File: src/rtl/shm_arb_pkg.sv
package shm_arb_pkg;

  typedef enum logic [1:0] {
    ARB_IDLE = 2'd0,
    ARB_ASK  = 2'd1,
    ARB_HOLD = 2'd2
  } arb_state_e;

  localparam int unsigned NUM_BANKS = 2;

endpackage

File: src/rtl/shm_cfg_regs.sv
module shm_cfg_regs #(
  parameter int unsigned CFG_W     = 8,
  parameter int unsigned BOUND_W   = 8,
  parameter int unsigned WAIT_W    = 4,
  parameter logic [BOUND_W-1:0] BOUND_RST = '1,
  parameter logic [WAIT_W-1:0]  WAIT_RST  = WAIT_W'(8)
) (
  input  logic               clk,
  input  logic               rst_n,
  input  logic               wr_en,
  input  logic               sel,
  input  logic [CFG_W-1:0]   wdata,
  output logic [CFG_W-1:0]   rdata,
  output logic [BOUND_W-1:0] bound_o,
  output logic [WAIT_W-1:0]  wait_o
);

  logic [BOUND_W-1:0] bound_q, bound_d;
  logic [WAIT_W-1:0]  wait_q,  wait_d;
  logic               bound_en, wait_en;

  assign bound_en = wr_en & ~sel;
  assign wait_en  = wr_en &  sel;

  always_comb begin
    bound_d = bound_q;
    wait_d  = wait_q;
    if (bound_en) bound_d = wdata[BOUND_W-1:0];
    if (wait_en)  wait_d  = wdata[WAIT_W-1:0];
  end

  always_ff @(posedge clk or negedge rst_n) begin
    if (!rst_n) begin
      bound_q <= BOUND_RST;
      wait_q  <= WAIT_RST;
    end else begin
      if (bound_en) bound_q <= bound_d;
      if (wait_en)  wait_q  <= wait_d;
    end
  end

  assign rdata   = sel ? CFG_W'(wait_q) : CFG_W'(bound_q);
  assign bound_o = bound_q;
  assign wait_o  = wait_q;

endmodule

File: src/rtl/shm_wait_ctr.sv
module shm_wait_ctr #(
  parameter int unsigned WAIT_W = 4
) (
  input  logic              clk,
  input  logic              rst_n,
  input  logic              load,
  input  logic              run,
  input  logic [WAIT_W-1:0] span,
  output logic              done
);

  logic [WAIT_W-1:0] cnt_q, cnt_d;
  logic [WAIT_W-1:0] start_val;
  logic              cnt_en;

  // spacing of 0 or 1 means no extra cycles
  assign start_val = (span > WAIT_W'(1)) ? span - WAIT_W'(1) : '0;
  assign done      = (cnt_q == '0);
  assign cnt_en    = load | (run & ~done);

  always_comb begin
    cnt_d = cnt_q;
    if (load)            cnt_d = start_val;
    else if (run && !done) cnt_d = cnt_q - WAIT_W'(1);
  end

  always_ff @(posedge clk or negedge rst_n) begin
    if (!rst_n)      cnt_q <= '0;
    else if (cnt_en) cnt_q <= cnt_d;
  end

endmodule

File: src/rtl/shm_arb_fsm.sv
module shm_arb_fsm
  import shm_arb_pkg::*;
(
  input  logic clk,
  input  logic rst_n,
  input  logic peer_req,
  input  logic acc_req,
  input  logic acc_busy,
  input  logic gap_done,
  output logic own_o,
  output logic drive_o,
  output logic release_o,
  output logic gap_run_o
);

  arb_state_e state_q, state_d;

  assign release_o = (state_q == ARB_HOLD) & peer_req & ~acc_busy;
  assign gap_run_o = (state_q == ARB_IDLE);

  always_comb begin
    state_d = state_q;
    unique case (state_q)
      ARB_IDLE: if (gap_done && acc_req) state_d = ARB_ASK;
      ARB_ASK:  if (!peer_req)           state_d = ARB_HOLD;
      ARB_HOLD: if (release_o)           state_d = ARB_IDLE;
      default:                           state_d = ARB_IDLE;
    endcase
  end

  always_ff @(posedge clk or negedge rst_n) begin
    if (!rst_n) state_q <= ARB_IDLE;
    else        state_q <= state_d;
  end

  assign own_o   = (state_q == ARB_ASK) | (state_q == ARB_HOLD);
  assign drive_o = (state_q == ARB_HOLD);

endmodule

File: src/rtl/shm_bank_dec.sv
module shm_bank_dec
  import shm_arb_pkg::*;
#(
  parameter int unsigned ADDR_W  = 16,
  parameter int unsigned BOUND_W = 8
) (
  input  logic                 enable,
  input  logic [ADDR_W-1:0]    addr,
  input  logic [BOUND_W-1:0]   bound,
  output logic [NUM_BANKS-1:0] sel_n
);

  localparam int unsigned PAGE_LSB = ADDR_W - BOUND_W;

  logic [BOUND_W-1:0] page;
  logic               low_hit;

  assign page    = addr[ADDR_W-1:PAGE_LSB];
  assign low_hit = (page <= bound);

  for (genvar b = 0; b < NUM_BANKS; b++) begin : g_bank
    if (b == 0) begin : g_low
      assign sel_n[b] = ~(enable & low_hit);
    end else begin : g_high
      assign sel_n[b] = ~(enable & ~low_hit);
    end
  end

endmodule

File: src/rtl/shm_arbiter.sv
module shm_arbiter
  import shm_arb_pkg::*;
#(
  parameter int unsigned ADDR_W  = 16,
  parameter int unsigned CFG_W   = 8,
  parameter int unsigned BOUND_W = 8,
  parameter int unsigned WAIT_W  = 4,
  parameter logic [BOUND_W-1:0] BOUND_RST = '1,
  parameter logic [WAIT_W-1:0]  WAIT_RST  = WAIT_W'(8)
) (
  input  logic                 clk,
  input  logic                 rst_n,
  input  logic                 cfg_we,
  input  logic                 cfg_sel,
  input  logic [CFG_W-1:0]     cfg_wdata,
  output logic [CFG_W-1:0]     cfg_rdata,
  input  logic                 acc_req,
  input  logic                 acc_busy,
  input  logic [ADDR_W-1:0]    acc_addr,
  output logic                 acc_grant,
  input  logic                 peer_req,
  output logic                 own_o,
  output logic                 bus_oe,
  output logic [NUM_BANKS-1:0] bank_sel_n
);

  logic               rst_meta_q, rst_sync_n;
  logic [BOUND_W-1:0] bound_val;
  logic [WAIT_W-1:0]  wait_val;
  logic               gap_done, gap_run, release_evt;

  always_ff @(posedge clk or negedge rst_n) begin
    if (!rst_n) begin
      rst_meta_q <= 1'b0;
      rst_sync_n <= 1'b0;
    end else begin
      rst_meta_q <= 1'b1;
      rst_sync_n <= rst_meta_q;
    end
  end

  shm_cfg_regs #(
    .CFG_W(CFG_W), .BOUND_W(BOUND_W), .WAIT_W(WAIT_W),
    .BOUND_RST(BOUND_RST), .WAIT_RST(WAIT_RST)
  ) cfg_i (
    .clk(clk), .rst_n(rst_sync_n), .wr_en(cfg_we), .sel(cfg_sel),
    .wdata(cfg_wdata), .rdata(cfg_rdata), .bound_o(bound_val), .wait_o(wait_val)
  );

  shm_wait_ctr #(.WAIT_W(WAIT_W)) gap_i (
    .clk(clk), .rst_n(rst_sync_n), .load(release_evt), .run(gap_run),
    .span(wait_val), .done(gap_done)
  );

  shm_arb_fsm fsm_i (
    .clk(clk), .rst_n(rst_sync_n), .peer_req(peer_req), .acc_req(acc_req),
    .acc_busy(acc_busy), .gap_done(gap_done), .own_o(own_o), .drive_o(bus_oe),
    .release_o(release_evt), .gap_run_o(gap_run)
  );

  shm_bank_dec #(.ADDR_W(ADDR_W), .BOUND_W(BOUND_W)) dec_i (
    .enable(bus_oe & acc_busy), .addr(acc_addr), .bound(bound_val),
    .sel_n(bank_sel_n)
  );

  assign acc_grant = bus_oe & ~peer_req;

endmodule

File: config.mk
export PLATFORM = sky130hd
export DESIGN_NAME = shm_arbiter
export DESIGN_NICKNAME = d
export VERILOG_FILES = /design/src/rtl/shm_arb_pkg.sv /design/src/rtl/shm_cfg_regs.sv /design/src/rtl/shm_wait_ctr.sv /design/src/rtl/shm_arb_fsm.sv /design/src/rtl/shm_bank_dec.sv /design/src/rtl/shm_arbiter.sv
export SDC_FILE = /design/constraint.sdc
export NUM_CORES = 1
export LEC_CHECK = 0
export BUFFER_PORTS_ARGS = -buffer_cell sky130_fd_sc_hd__buf_2
export CORE_ASPECT_RATIO = 1.75
export CORE_MARGIN = 8
export CORE_UTILIZATION = 41
export CTS_CLUSTER_SIZE = 12
export DETAILED_ROUTE_END_ITERATION = 6
export HOLD_SLACK_MARGIN = 0.1
export PLACE_DENSITY = 0.7
export SYNTH_ARGS = -nofsm -noshare
export SYNTH_HDL_FRONTEND = slang
export SYNTH_SLANG_ARGS = --single-unit
File: constraint.sdc
create_clock -name clk -period 1.6 [get_ports clk]
set_clock_uncertainty 0.05 [all_clocks]
set_input_delay 0.24 -clock clk [delete_from_list [all_inputs] [get_ports clk]]
set_output_delay 0.24 -clock clk [all_outputs]
set_load 0.02 [all_outputs]
# [Word level (Yosys, flattened, before mapping)]
# Index checks and enable logic that the tools add are counted.
[totals] register_bits=20 latchBits=0 ram_bits=0 rom_bits=0 inputBits=31 output_inout_bits=13 word_cells=49 n_memories=0
[classes] n_addsub=2 mul=0 n_div=0 n_lt_le_gt_ge=2 n_eq_ne=5 n_shift=0 muxes=8 n_bitwise=18 n_reduce_logical=8
[op_table] cell="$mux W4" count=3
[op_table] cell="$and A1 B1 Y1" count=9
[op_table] cell="$le A8 B8 Y1" count=1
[op_table] cell="$mux W8" count=1
[op_table] cell="$sub A4 B1 Y4 const B" count=2
[op_table] cell="$not A1 Y1" count=7
[op_table] cell="$mux W2" count=3
[op_table] cell="$pmux W2 S3" count=1
[op_table] cell="$gt A4 B1 Y1 const B" count=1
[op_table] cell="$logic_not A4 Y1" count=1
[op_table] cell="$ne A2 B1 Y1 const B" count=2
[op_table] cell="$reduce_and A3 Y1" count=1
[op_table] cell="$eq A2 B1 Y1 const B" count=1
[op_table] cell="$eq A2 B2 Y1 const B" count=1
[op_table] cell="$logic_and A1 B1 Y1" count=2
[op_table] cell="$logic_not A2 Y1" count=1
[op_table] cell="$ne A2 B2 Y1 const B" count=1
[op_table] cell="$or A1 B1 Y1" count=2
[op_table] cell="$reduce_and A2 Y1" count=1
[op_table] cell="$reduce_bool A2 Y1" count=1
[op_table] cell="$logic_not A1 Y1" count=1

# [Longest topological paths before layout]
[logic_depth] ltp_word=5 ltp_mapped=6

# [Hierarchy]
# From an unflattened synthesis, not the netlist that was laid out.
[unflattened] hier_cells=123 hier_area_um2=1380.1
[by_module_without_submodules] mod="shm_cfg_regs" instances=1 cells_each=36 area_per_inst_um2=595.6
[by_module_without_submodules] mod="shm_wait_ctr" instances=1 cells_each=36 area_per_inst_um2=327.8
[by_module_without_submodules] mod="shm_bank_dec" instances=1 cells_each=30 area_per_inst_um2=212.7
[by_module_without_submodules] mod="shm_arb_fsm" instances=1 cells_each=16 area_per_inst_um2=170.2
[by_module_without_submodules] mod="shm_arbiter" instances=1 cells_each=5 area_per_inst_um2=73.8

# [Worst setup path after synthesis]
# Ideal clock, no wire load.
[synth_path] kind="reg-to-output" from="register cfg_i.bound_q[1], in the netlist cfg_i.bound_o[1]" to="output port bank_sel_n[1]" arrival_time_ns=1.510 path_slack_ns=-0.200 path_stages_with_launch=7 path_buffers=0 cell_sequence="dfstp_2 -> inv_1 -> ha_1 -> nor2b_1 -> o211ai_1 -> a211o_1 -> a21o_1"
[synth_via] elab_chain_len=4
[synth_rtl] element="from (decl)" line_no="shm_cfg_regs.sv:18" rtl="logic [BOUND_W-1:0] bound_q, bound_d;"
[synth_rtl] element="from (signal assigned)" line_no="shm_cfg_regs.sv:37" rtl="if (bound_en) bound_q <= bound_d;"
[synth_rtl] element="$le A8 B8 Y1" line_no="shm_bank_dec.sv:19" rtl="assign low_hit = (page <= bound);"
[synth_rtl] element="$not A1 Y1" line_no="shm_bank_dec.sv:25" rtl="assign sel_n[b] = ~(enable & ~low_hit);"
[synth_rtl] element="$and A1 B1 Y1" line_no="shm_bank_dec.sv:25"
[synth_rtl] element="$not A1 Y1" line_no="shm_bank_dec.sv:25"
[synth_rtl] element="to (decl)" line_no="shm_arbiter.sv:24" rtl="output logic [NUM_BANKS-1:0] bank_sel_n"
# No other way between the ends.

# [Worst setup path in the final report]
# Same ends and word-level chain as after synthesis.

==> impl_metrics.yaml <==
power:
  vdd_drop_max_uv: 800
  clkPwrFrac_pct: 17.5
  switchingPower_mw: 1.02
  combPwrFrac_pct: 54.7
  power_density_nw_per_um2: 1500
  power_frac_seq_pct: 27.8
  p_sw_share_pct: 35.5
  total_power_mw: 2.88
  p_int_mw: 1.85
  leakagePower_nw: 0.901
setup_path:
  reg2reg_slack_ns: -0.10
  worstPathRequired_ns: 1.31
  end_kind: "primary output"
  startpoint_type: "register"
  critPathArrivalTime_ns: 1.90
  cp_max_fo: 2
  path_class: "register to primary output"
  r2r_cells: 6
cts:
  cts_tree: "built"
  path_clk_slew_ns: 0.07
  max-clock-path-buffers: 2
  cts_max_level: 1
  cts_made_buffers: 3
  insertion_delay_ns: 0.26
  cts_sinks: 20
  cts_root_buf: "clkbuf_8"
synthesis:
  syn_area_per_cell_um2: 9.75
  yosys.area.top_type_share_pct: 21.9
  synth.distinct_cells: 32
  syn_area_um2: 1260
  synth-seq-cells: 20
  async_flop_share_pct: 100
  synth_commonest_cells: "ha_1, inv_1, nand2_1"
  synth_edf_count: 0
  yosysWarnings: 0
  synth_top_cell_by_area: "dfrtp_1"
  seq_area_frac_synth_pct: 40.7
  synthCells: 129
  syn_nets: 176
  synthFlopType: "dfrtp_1"
  ys_top_cells_by_area: "dfrtp_1, dfstp_2, ha_1"
grt:
  track_usage_pct: 13.2
  grt_first_pass_wirelength_mm: 5.34
  grt_overflow: 0
  antenna_found_initial: 0
  first_global_vias: 1199
  grt_max_degree: 19
layout:
  drive_gt1_share_pct: 54.7
  finalNonFillerCells: 220
  fillCellCount: 239
  nNetsFinal: 240
  diodes: 0
  area_delta_synth_final_pct: 52.0
floorplan:
  ioPinCount: 44
  floorplan.die_area_um2: 5170
  core_um2: 2930
  fp.dieW_um: 57.9
  rows: 26
  chipHeight_um: 89.3
  start_util_pct: 42.9
routing:
  drc: 0
  first_iter_violations: 13
  first_pass_iters: 4
  wl_per_cell_um: 15.0
  vias_per_cell: 5.15
  dr_total_vias: 1132
  route.antenna.remaining_nets: 0
  drt-total-wl_mm: 3.30
placement:
  portBuffers: 35
  place_inst: 209
  dp_hpwl_mm: 2.54
  place_congestion: 0.819
  dp_worst_setup_slack_ns: -0.319
run:
  maxCapViolCount: 0
timing:
  hold_viol_final: 0
  worst_slack_ns: -0.591
  fmax_mhz: 456
  rsz0062_at_grt: "yes"
  fin_crit_ns: 2.19
  setup_viol: 3
  drv_slew: 0
  fin_crit_sh_pct: 137
  timing.hold.ws_ns: 0.144
outcome:
  violations: "negative setup slack"
  run_status: "finished with violations"
hold_path:
  hold_path.class: "input pin to register"
  hold_path_depth: 3
logic make-up (layout without fill, tap and decap cells):
group                      Yosys count  in the layout  synth area share (%)
AOI/OAI and AO/OA                   27             27                  13.6
xor gates and xnor gates             2              2                  1.39
muxes                               11             11                  9.55
other                                1              1                 0.298
and+or+nand+nor                     34             34                  13.1
adders and majority gates           16             16                  15.9
DFF                                 20             20                  40.7
buffers and inverters               18             81                  5.37
final timing paths:
check / start / end
max in group asynchronous: rst_sync_n / cfg_i.bound_o[6]
min in group asynchronous: rst_sync_n / cfg_i.wait_o[2]
max reg2reg: fsm_i.state_q[1] / fsm_i.state_q[1]
min reg2reg: rst_sync_n / cfg_i.wait_o[2]
max: cfg_i.bound_o[1] / bank_sel_n[1]
min: cfg_wdata[6] / cfg_i.bound_o[6]
final cells by class:
cell class                 instances  area [um^2]  area share (%)
clock buffer                       3         41.3            2.16
inverter                          16         67.6            3.53
multi-input combinational         91          821            42.9
sequential                        20          513            26.8
timing repair buffer              61          404            21.1
clock inverter                     1         30.0            1.57
tap                               28         35.0            1.83
sequential cells by signal, indices dropped and copies added, names as in the netlist:
name           count
cfg_i.bound_o      8
cfg_i.wait_o       4
gap_i.cnt_q        4
fsm_i.state_q      2
rst_meta_q         1
rst_sync_n         1
power by group through the flow:
stage	clock [mW]	combinational, mW	sequential [mW]
3_3_place_gp	0	1.14	0.771
4_1_cts	0.516	1.38	0.778
3_5_place_dp	0	1.18	0.781
2_1_floorplan	0	0.769	0.758
6_report	0.505	1.57	0.799
5_1_grt	0.539	1.71	0.823
cell usage in the layout (no fill, tap or decap), drive strengths merged, types with 5 or more instances in the layout:
cell type | Yosys | routed
dfstp | 9 | 9
mux2 | 8 | 8
nor2b | 5 | 5
nand2 | 13 | 13
dfrtp | 11 | 11
inv | 16 | 16
o21ai | 12 | 12
ha | 16 | 16
nor2 | 8 | 8
buf | 0 | 60
per-layer routing:
| layer | track usage [%] | routed length [um] |
|---|---|---|
| met1 | 12.8 | 1260 |
| met2 | 26.3 | 1890 |
| met3 | 3.03 | 125 |
| met4 | 4.04 | 23 |
| met5 | 0 | 0 |
critical path, cell delays in order (launching register included):
cell      delay [ns]
dfstp_2         0.54
inv_2           0.05
ha_4            0.26
nor2b_4         0.13
o211ai_1        0.08
a211o_1         0.29
a21o_1          0.16
buf_2           0.15
timing repair:
item / 4_1_cts / 5_1_grt
hold endpoints to repair: 2 / 0
resized for setup: 20 / 21
pin swaps: 8 / 4
hold buffers: 1 / 0
buffers inserted: 6 / 2
endpoints found under the setup margin: 10 / 12
per-stage QoR:
stage	util [%]	TNS (ns)	area (um^2)
floorplan	-	-0.349	1300
global placement	56.3	-0.702	1650
detailed placement	56.3	-0.868	1650
CTS	62.2	-1.25	1820
global route	65.3	-1.48	1910
finish	65.3	-1.20	1910
Power figures use the tool's default switching activity.
